<file path="src/rtl/dbg_seq_pkg.sv">
package dbg_seq_pkg;

    // Number of working states, events and code width
    localparam int NUM_ST  = 3;
    localparam int NUM_EV  = 3;
    localparam int CODE_W  = 4;
    localparam int SEL_W   = $clog2(NUM_ST + 1);
    localparam int STATE_W = 2;

    // Action field values (code[3:2])
    localparam logic [1:0] ACT_FWD      = 2'b00;
    localparam logic [1:0] ACT_FWD_RET  = 2'b01;
    localparam logic [1:0] ACT_FIN_RET  = 2'b10;
    localparam logic [1:0] ACT_EITHER   = 2'b11;

    typedef enum logic [STATE_W-1:0] {
        ST_S1    = 2'd0,
        ST_S2    = 2'd1,
        ST_S3    = 2'd2,
        ST_FINAL = 2'd3
    } seq_state_e;

    // One candidate transition for one event
    typedef struct packed {
        logic       hit;
        seq_state_e dst;
    } xfer_t;

    // Candidate transitions for every event, index = event number
    typedef xfer_t [NUM_EV-1:0] rule_t;

    typedef logic [NUM_ST-1:0][CODE_W-1:0] code_bank_t;

    function automatic seq_state_e next_state(input seq_state_e cur);
        logic [STATE_W-1:0] v;
        v = cur;
        return seq_state_e'(v + 2'd1);
    endfunction

    // Turn one 4-bit code into the per-event transitions for a state
    function automatic rule_t decode_code(input logic [CODE_W-1:0] code,
                                          input seq_state_e cur);
        rule_t      r;
        seq_state_e fwd;
        logic [1:0] act;
        logic [1:0] evsel;
        r     = '0;
        act   = code[3:2];
        evsel = code[1:0];
        if (act == ACT_EITHER) begin
            fwd  = code[1] ? ST_FINAL : next_state(cur);
            r[0] = '{hit: 1'b1, dst: fwd};
            r[1] = '{hit: 1'b1, dst: fwd};
            if (code[0]) begin
                r[2] = '{hit: 1'b1, dst: ST_S1};
            end
        end else begin
            fwd = (act == ACT_FIN_RET) ? ST_FINAL : next_state(cur);
            if (act != ACT_FWD) begin
                r[1] = '{hit: 1'b1, dst: ST_S1};
            end
            if (evsel != 2'b00) begin
                r[evsel - 2'd1] = '{hit: 1'b1, dst: fwd};
            end
        end
        return r;
    endfunction

endpackage

</file>
<file path="src/rtl/dbg_seq_cfg.sv">
module dbg_seq_cfg
    import dbg_seq_pkg::*;
#(
    parameter int N_ST   = NUM_ST,
    parameter int C_W    = CODE_W,
    parameter int S_W    = SEL_W
) (
    input  logic                      clk,
    input  logic                      rst,
    input  logic                      arm_i,
    input  logic                      we_i,
    input  logic [S_W-1:0]            sel_i,
    input  logic [C_W-1:0]            data_i,
    output logic [N_ST-1:0][C_W-1:0]  code_o
);

    localparam int LAST_IDX = N_ST - 1;

    logic [N_ST-1:0][C_W-1:0] code_q;
    logic                     wr_ok;

    // Writes are taken only while disarmed
    assign wr_ok = we_i && !arm_i;

    for (genvar g = 0; g <= LAST_IDX; g++) begin : g_reg
        always_ff @(posedge clk) begin
            if (rst) begin
                code_q[g] <= '0;
            end else if (wr_ok && (sel_i == S_W'(g))) begin
                code_q[g] <= data_i;
            end
        end
    end

    assign code_o = code_q;

endmodule

</file>
<file path="src/rtl/dbg_seq_decode.sv">
module dbg_seq_decode
    import dbg_seq_pkg::*;
(
    input  seq_state_e cur_i,
    input  code_bank_t code_i,
    output rule_t      rule_o
);

    rule_t rules_all [NUM_ST];

    // Decode every working state in parallel, then pick the current one
    for (genvar g = 0; g < NUM_ST; g++) begin : g_dec
        assign rules_all[g] = decode_code(code_i[g], seq_state_e'(g));
    end

    always_comb begin
        rule_o = '0;
        for (int i = 0; i < NUM_ST; i++) begin
            if (cur_i == seq_state_e'(i)) begin
                rule_o = rules_all[i];
            end
        end
    end

endmodule

</file>
<file path="src/rtl/dbg_seq_fsm.sv">
module dbg_seq_fsm
    import dbg_seq_pkg::*;
(
    input  logic              clk,
    input  logic              rst,
    input  logic              arm_i,
    input  logic [NUM_EV-1:0] match_i,
    input  rule_t             rule_i,
    output seq_state_e        state_o,
    output logic              trig_o
);

    seq_state_e state_q;
    seq_state_e state_nx;
    logic       trig_q;

    // Fixed priority: lower event index wins, so scan from high to low
    always_comb begin
        state_nx = state_q;
        if (state_q != ST_FINAL) begin
            for (int i = NUM_EV - 1; i >= 0; i--) begin
                if (match_i[i] && rule_i[i].hit) begin
                    state_nx = rule_i[i].dst;
                end
            end
        end
    end

    always_ff @(posedge clk) begin
        if (rst) begin
            state_q <= ST_S1;
            trig_q  <= 1'b0;
        end else if (!arm_i) begin
            state_q <= ST_S1;
            trig_q  <= 1'b0;
        end else begin
            state_q <= state_nx;
            trig_q  <= (state_nx == ST_FINAL) && (state_q != ST_FINAL);
        end
    end

    assign state_o = state_q;
    assign trig_o  = trig_q;

endmodule

</file>
<file path="src/rtl/dbg_seq_top.sv">
module dbg_seq_top
    import dbg_seq_pkg::*;
(
    input  logic             clk,
    input  logic             rst,
    input  logic             arm_i,
    input  logic             m0_i,
    input  logic             m1_i,
    input  logic             m2_i,
    input  logic             cfg_we_i,
    input  logic [SEL_W-1:0] cfg_sel_i,
    input  logic [CODE_W-1:0] cfg_code_i,
    output logic [STATE_W-1:0] state_o,
    output logic             trig_o
);

    code_bank_t        code_q;
    rule_t             rule_cur;
    seq_state_e        state_cur;
    logic [NUM_EV-1:0] match_vec;

    assign match_vec = {m2_i, m1_i, m0_i};

    dbg_seq_cfg u_cfg (
        .clk    (clk),
        .rst    (rst),
        .arm_i  (arm_i),
        .we_i   (cfg_we_i),
        .sel_i  (cfg_sel_i),
        .data_i (cfg_code_i),
        .code_o (code_q)
    );

    dbg_seq_decode u_dec (
        .cur_i  (state_cur),
        .code_i (code_q),
        .rule_o (rule_cur)
    );

    dbg_seq_fsm u_fsm (
        .clk     (clk),
        .rst     (rst),
        .arm_i   (arm_i),
        .match_i (match_vec),
        .rule_i  (rule_cur),
        .state_o (state_cur),
        .trig_o  (trig_o)
    );

    assign state_o = state_cur;

endmodule

</file>
<file path="config.mk">
export PLATFORM = sky130hd
export DESIGN_NAME = dbg_seq_top
export DESIGN_NICKNAME = d
export VERILOG_FILES = /design/src/rtl/dbg_seq_pkg.sv /design/src/rtl/dbg_seq_cfg.sv /design/src/rtl/dbg_seq_decode.sv /design/src/rtl/dbg_seq_fsm.sv /design/src/rtl/dbg_seq_top.sv
export SDC_FILE = /design/constraint.sdc
export NUM_CORES = 1
export LEC_CHECK = 0
export BUFFER_PORTS_ARGS = -buffer_cell sky130_fd_sc_hd__buf_2
export CELL_PAD_IN_SITES_DETAIL_PLACEMENT = 2
export CELL_PAD_IN_SITES_GLOBAL_PLACEMENT = 2
export CORE_UTILIZATION = 37
export CTS_BUF_LIST = sky130_fd_sc_hd__clkbuf_4
export CTS_CLUSTER_SIZE = 20
export DETAILED_ROUTE_END_ITERATION = 6
export GPL_TIMING_DRIVEN = 0
export PLACE_DENSITY = 0.85
export SYNTH_ARGS = -nofsm -noshare
export SYNTH_HDL_FRONTEND = slang
export SYNTH_SLANG_ARGS = --single-unit
</file>
<file path="constraint.sdc">
create_clock -name clk -period 2.7 [get_ports clk]
set_clock_uncertainty 0.15 [all_clocks]
set_input_delay 0.135 -clock clk [delete_from_list [all_inputs] [get_ports clk]]
set_output_delay 0.135 -clock clk [all_outputs]
set_load 0.1 [all_outputs]
</file>
==> results.json <==
{
  "setup-tns-final_ps": 0,
  "switching_share_pct": 37.14,
  "worst_ep_required_time_ps": 2750,
  "netSwitchingPower_mw": 0.2059,
  "cts_sinks": 15,
  "die_y_um": 54.27,
  "avgSynthCellArea_sq_um": 8.496,
  "wl_per_cell_um": 21.61,
  "cp_data_arrival_time_ps": 2040,
  "holdCritPathClass": "primary input to flip-flop",
  "fmax_mhz": 501.2,
  "seqPwrFrac_pct": 43.0,
  "grt_pass1_vias": 1087,
  "worstMarginPinSlew_ps": 601.1,
  "firstDrtPassIters": 3,
  "clkLatencyLatePin_ps": 300,
  "core_sq_um": 2522,
  "cts_setup_buffers": 0,
  "layout-drive-gt1-share_pct": 25.69,
  "p_clk_share_pct": 25.3,
  "ys_seq_elements": 15,
  "maxCapViolCount": 0,
  "die_area_sq_um": 2945,
  "power_density_nw_per_um2": 457.7,
  "async_flop_share_pct": 0,
  "synthCells": 119,
  "finalInstanceArea_sq_um": 1211,
  "antennaDiodeCount": 0,
  "place_area_sq_um": 1124,
  "fp-row-count": 18,
  "leakage_nw": 0.4371,
  "tritoncts": "yes",
  "combPwrFrac_pct": 31.7,
  "cpPeakStageDelay_ps": 470,
  "viasPerCell": 5.736,
  "port_buffers": 15,
  "cp_cell_sequence": "and2b_1 > o41ai_2 > a21oi_1 > nand3b_2 > a31oi_2 > a2111oi_2",
  "yosysTopAreaCellShare_pct": 29.70,
  "cts_buffer_depth": 2,
  "worstSetupStartpointType": "flip-flop",
  "critical_path_class": "flip-flop to flip-flop",
  "syn_area_sq_um": 1011,
  "grt_overflow": 0,
  "syn-num-nets": 132,
  "maxSlewViolCount": 0,
  "critPathTopFamily": "compound AO/OA/AOI/OAI gates",
  "grt_usage_pct": 28.31,
  "hpwlAfterDp_um": 2293,
  "rrSetupSlack_ps": 700,
  "final_antenna_net_count": 0,
  "postRouteWirelength_um": 3760,
  "cts_resized": 0,
  "synth_area_leader_cell": "dfxtp_1",
  "synth-edff-count": 0,
  "fin_crit_sh_pct": 73.89,
  "grt_pass1_wl_um": 5616,
  "gp_congestion": 0.7841,
  "ios": 16,
  "finalNetCount": 158,
  "critPathMaxFanout": 6,
  "crit_slowest_cell": "dfxtp_1",
  "fillers": 287,
  "dr.first_iter.drc_count": 9,
  "seq_area_frac_synth_pct": 29.70,
  "yosys_warnings": 0,
  "htreeDepth": 1,
  "status": "completed",
  "cts_buffers": 3,
  "finalSetupViolCount": 0,
  "cts-root-buf": "clkbuf_4",
  "vias": 998,
  "syn2layout_area_growth_pct": 19.80,
  "cts.reportedPaths.clkPinSlew_ps": 110,
  "ys.flop_type": "dfxtp_1",
  "grt_start_max_net_pins": 11,
  "vdd_drop_max_uv": 266.0,
  "dieWidth_um": 54.27,
  "antenna_found_initial": 0,
  "cellInternalPower_mw": 0.3485,
  "start_util_pct": 40.08,
  "min_period_ps": 1995,
  "crit_buf_inv": 0,
  "drc": 0,
  "yosysUniqueCellTypes": 44,
  "synth_area_leaders": "dfxtp_1 (30%), mux2i_1 (9.9%), nor2_1 (7.8%), nand2b_1 (5.6%), a21oi_1 (3.0%)",
  "end_kind": "flip-flop",
  "finalHoldViolations": 0,
  "rsz0062_at_grt": "no",
  "slew_headroom_pct": 59.82
}
## registers in the layout, indices dropped and copies added, names as in the netlist
signal	flops
u_fsm.trig_o	1
u_fsm.state_o	2
u_cfg.code_o	12
## worst register-to-register path: stages (launching register included)
cell       delay [ps]
dfxtp_1           470
and2b_1           250
o41ai_2           280
a21oi_1           130
nand3b_2          160
a31oi_2           130
a2111oi_2         320
## cell usage in the layout, fill, tap and decap left out, drive strengths merged
cell type,instances
and2,2
nor4b,1
nand3,4
buf,17
o21bai,1
or3,1
o32a,1
a221oi,1
o21ai,4
clkinv,1
a32o,1
a2111oi,2
nand2b,9
inv,6
o41ai,1
nor4bb,2
nand3b,1
and3,1
a21o,1
o31ai,3
dfxtp,15
a21oi,7
nor2b,2
clkbuf,6
dlygate4sd3,6
nor2,21
nand2,7
nand4,1
a31oi,2
nor3,1
o211ai,1
a31o,2
mux2i,10
a311oi,2
and2b,1
## kinds of logic after synthesis
group	Yosys count	share of synthesized area, %
AOI/OAI and AO/OA	29	24.75
DFF	15	29.70
and+or+nand+nor	54	30.08
buffers and inverters	11	5.569
muxes	10	9.901
## timing repair
item,CTS,global route
hold endpoints to repair,10,0
endpoints found under the setup margin,0,0
hold buffers,6,0
## area by class of cell
type,count,area [sq um],area share [%]
Clock buffer,3,22.52,1.860
Buffer,5,33.78,2.789
Sequential cell,15,300.3,24.79
Clock inverter,1,5.005,0.4132
Tap cell,30,37.54,3.099
Timing Repair Buffer,21,135.1,11.16
Multi-Input combinational cell,93,654.4,54.03
Inverter,6,22.52,1.860
## Yosys cell counts, types with 2 or more instances
cell and instances:
nor2_1 21, nor4bb_1 2, nand2_1 7, nand2b_1 9, a21oi_1 6, buf_6 2
o31ai_1 3, nand3_1 3, mux2i_1 10, clkbuf_1 3, o21ai_0 2, inv_1 5
dfxtp_1 15
## through the flow
step	setup WS [ps]	hold WS [ps]	cells	utilization, %	power [mW]
6_report	704.9	64.06	174	48.02	0.5543
5_1_grt	619.7	66.28	174	48.02	0.5763
4_1_cts	694.5	55.31	174	48.02	0.5462
3_5_place_dp	728.3	201.9	164	44.54	0.4026
3_3_place_gp	773.8	190.1	164	44.54	0.3965
2_1_floorplan	254.5	57.38	119	-	0.3599
## power groups by stage
stage	clock network (mW)	logic [mW]	registers (mW)
2_1_floorplan	0	0.0953	0.265
3_3_place_gp	0	0.154	0.242
4_1_cts	0.142	0.166	0.238
5_1_grt	0.153	0.184	0.240
6_report	0.140	0.176	0.238
3_5_place_dp	0	0.160	0.243
## layer usage
metal  part of all wire, %  GRT usage [%]  up-vias  wire length, um
met2                    52          50.81       20             1949
met4                   1.5          6.838        0               56
met1                    44          34.00      491             1670
met3                   2.2          5.833        6               84
li1                      -              -      481                -
met5                     0              0        -                0
## worst paths after layout
path / startpoint / to / cells past startpoint
setup / recovery: u_cfg.code_o[5] / u_fsm.trig_o / 6
hold / removal: arm_i / u_fsm.state_o[0] / 3
hold reg to reg: u_cfg.code_o[2] / u_cfg.code_o[2] / 2
setup reg to reg: u_cfg.code_o[5] / u_fsm.trig_o / 6
Power figures use the tool's default switching activity.
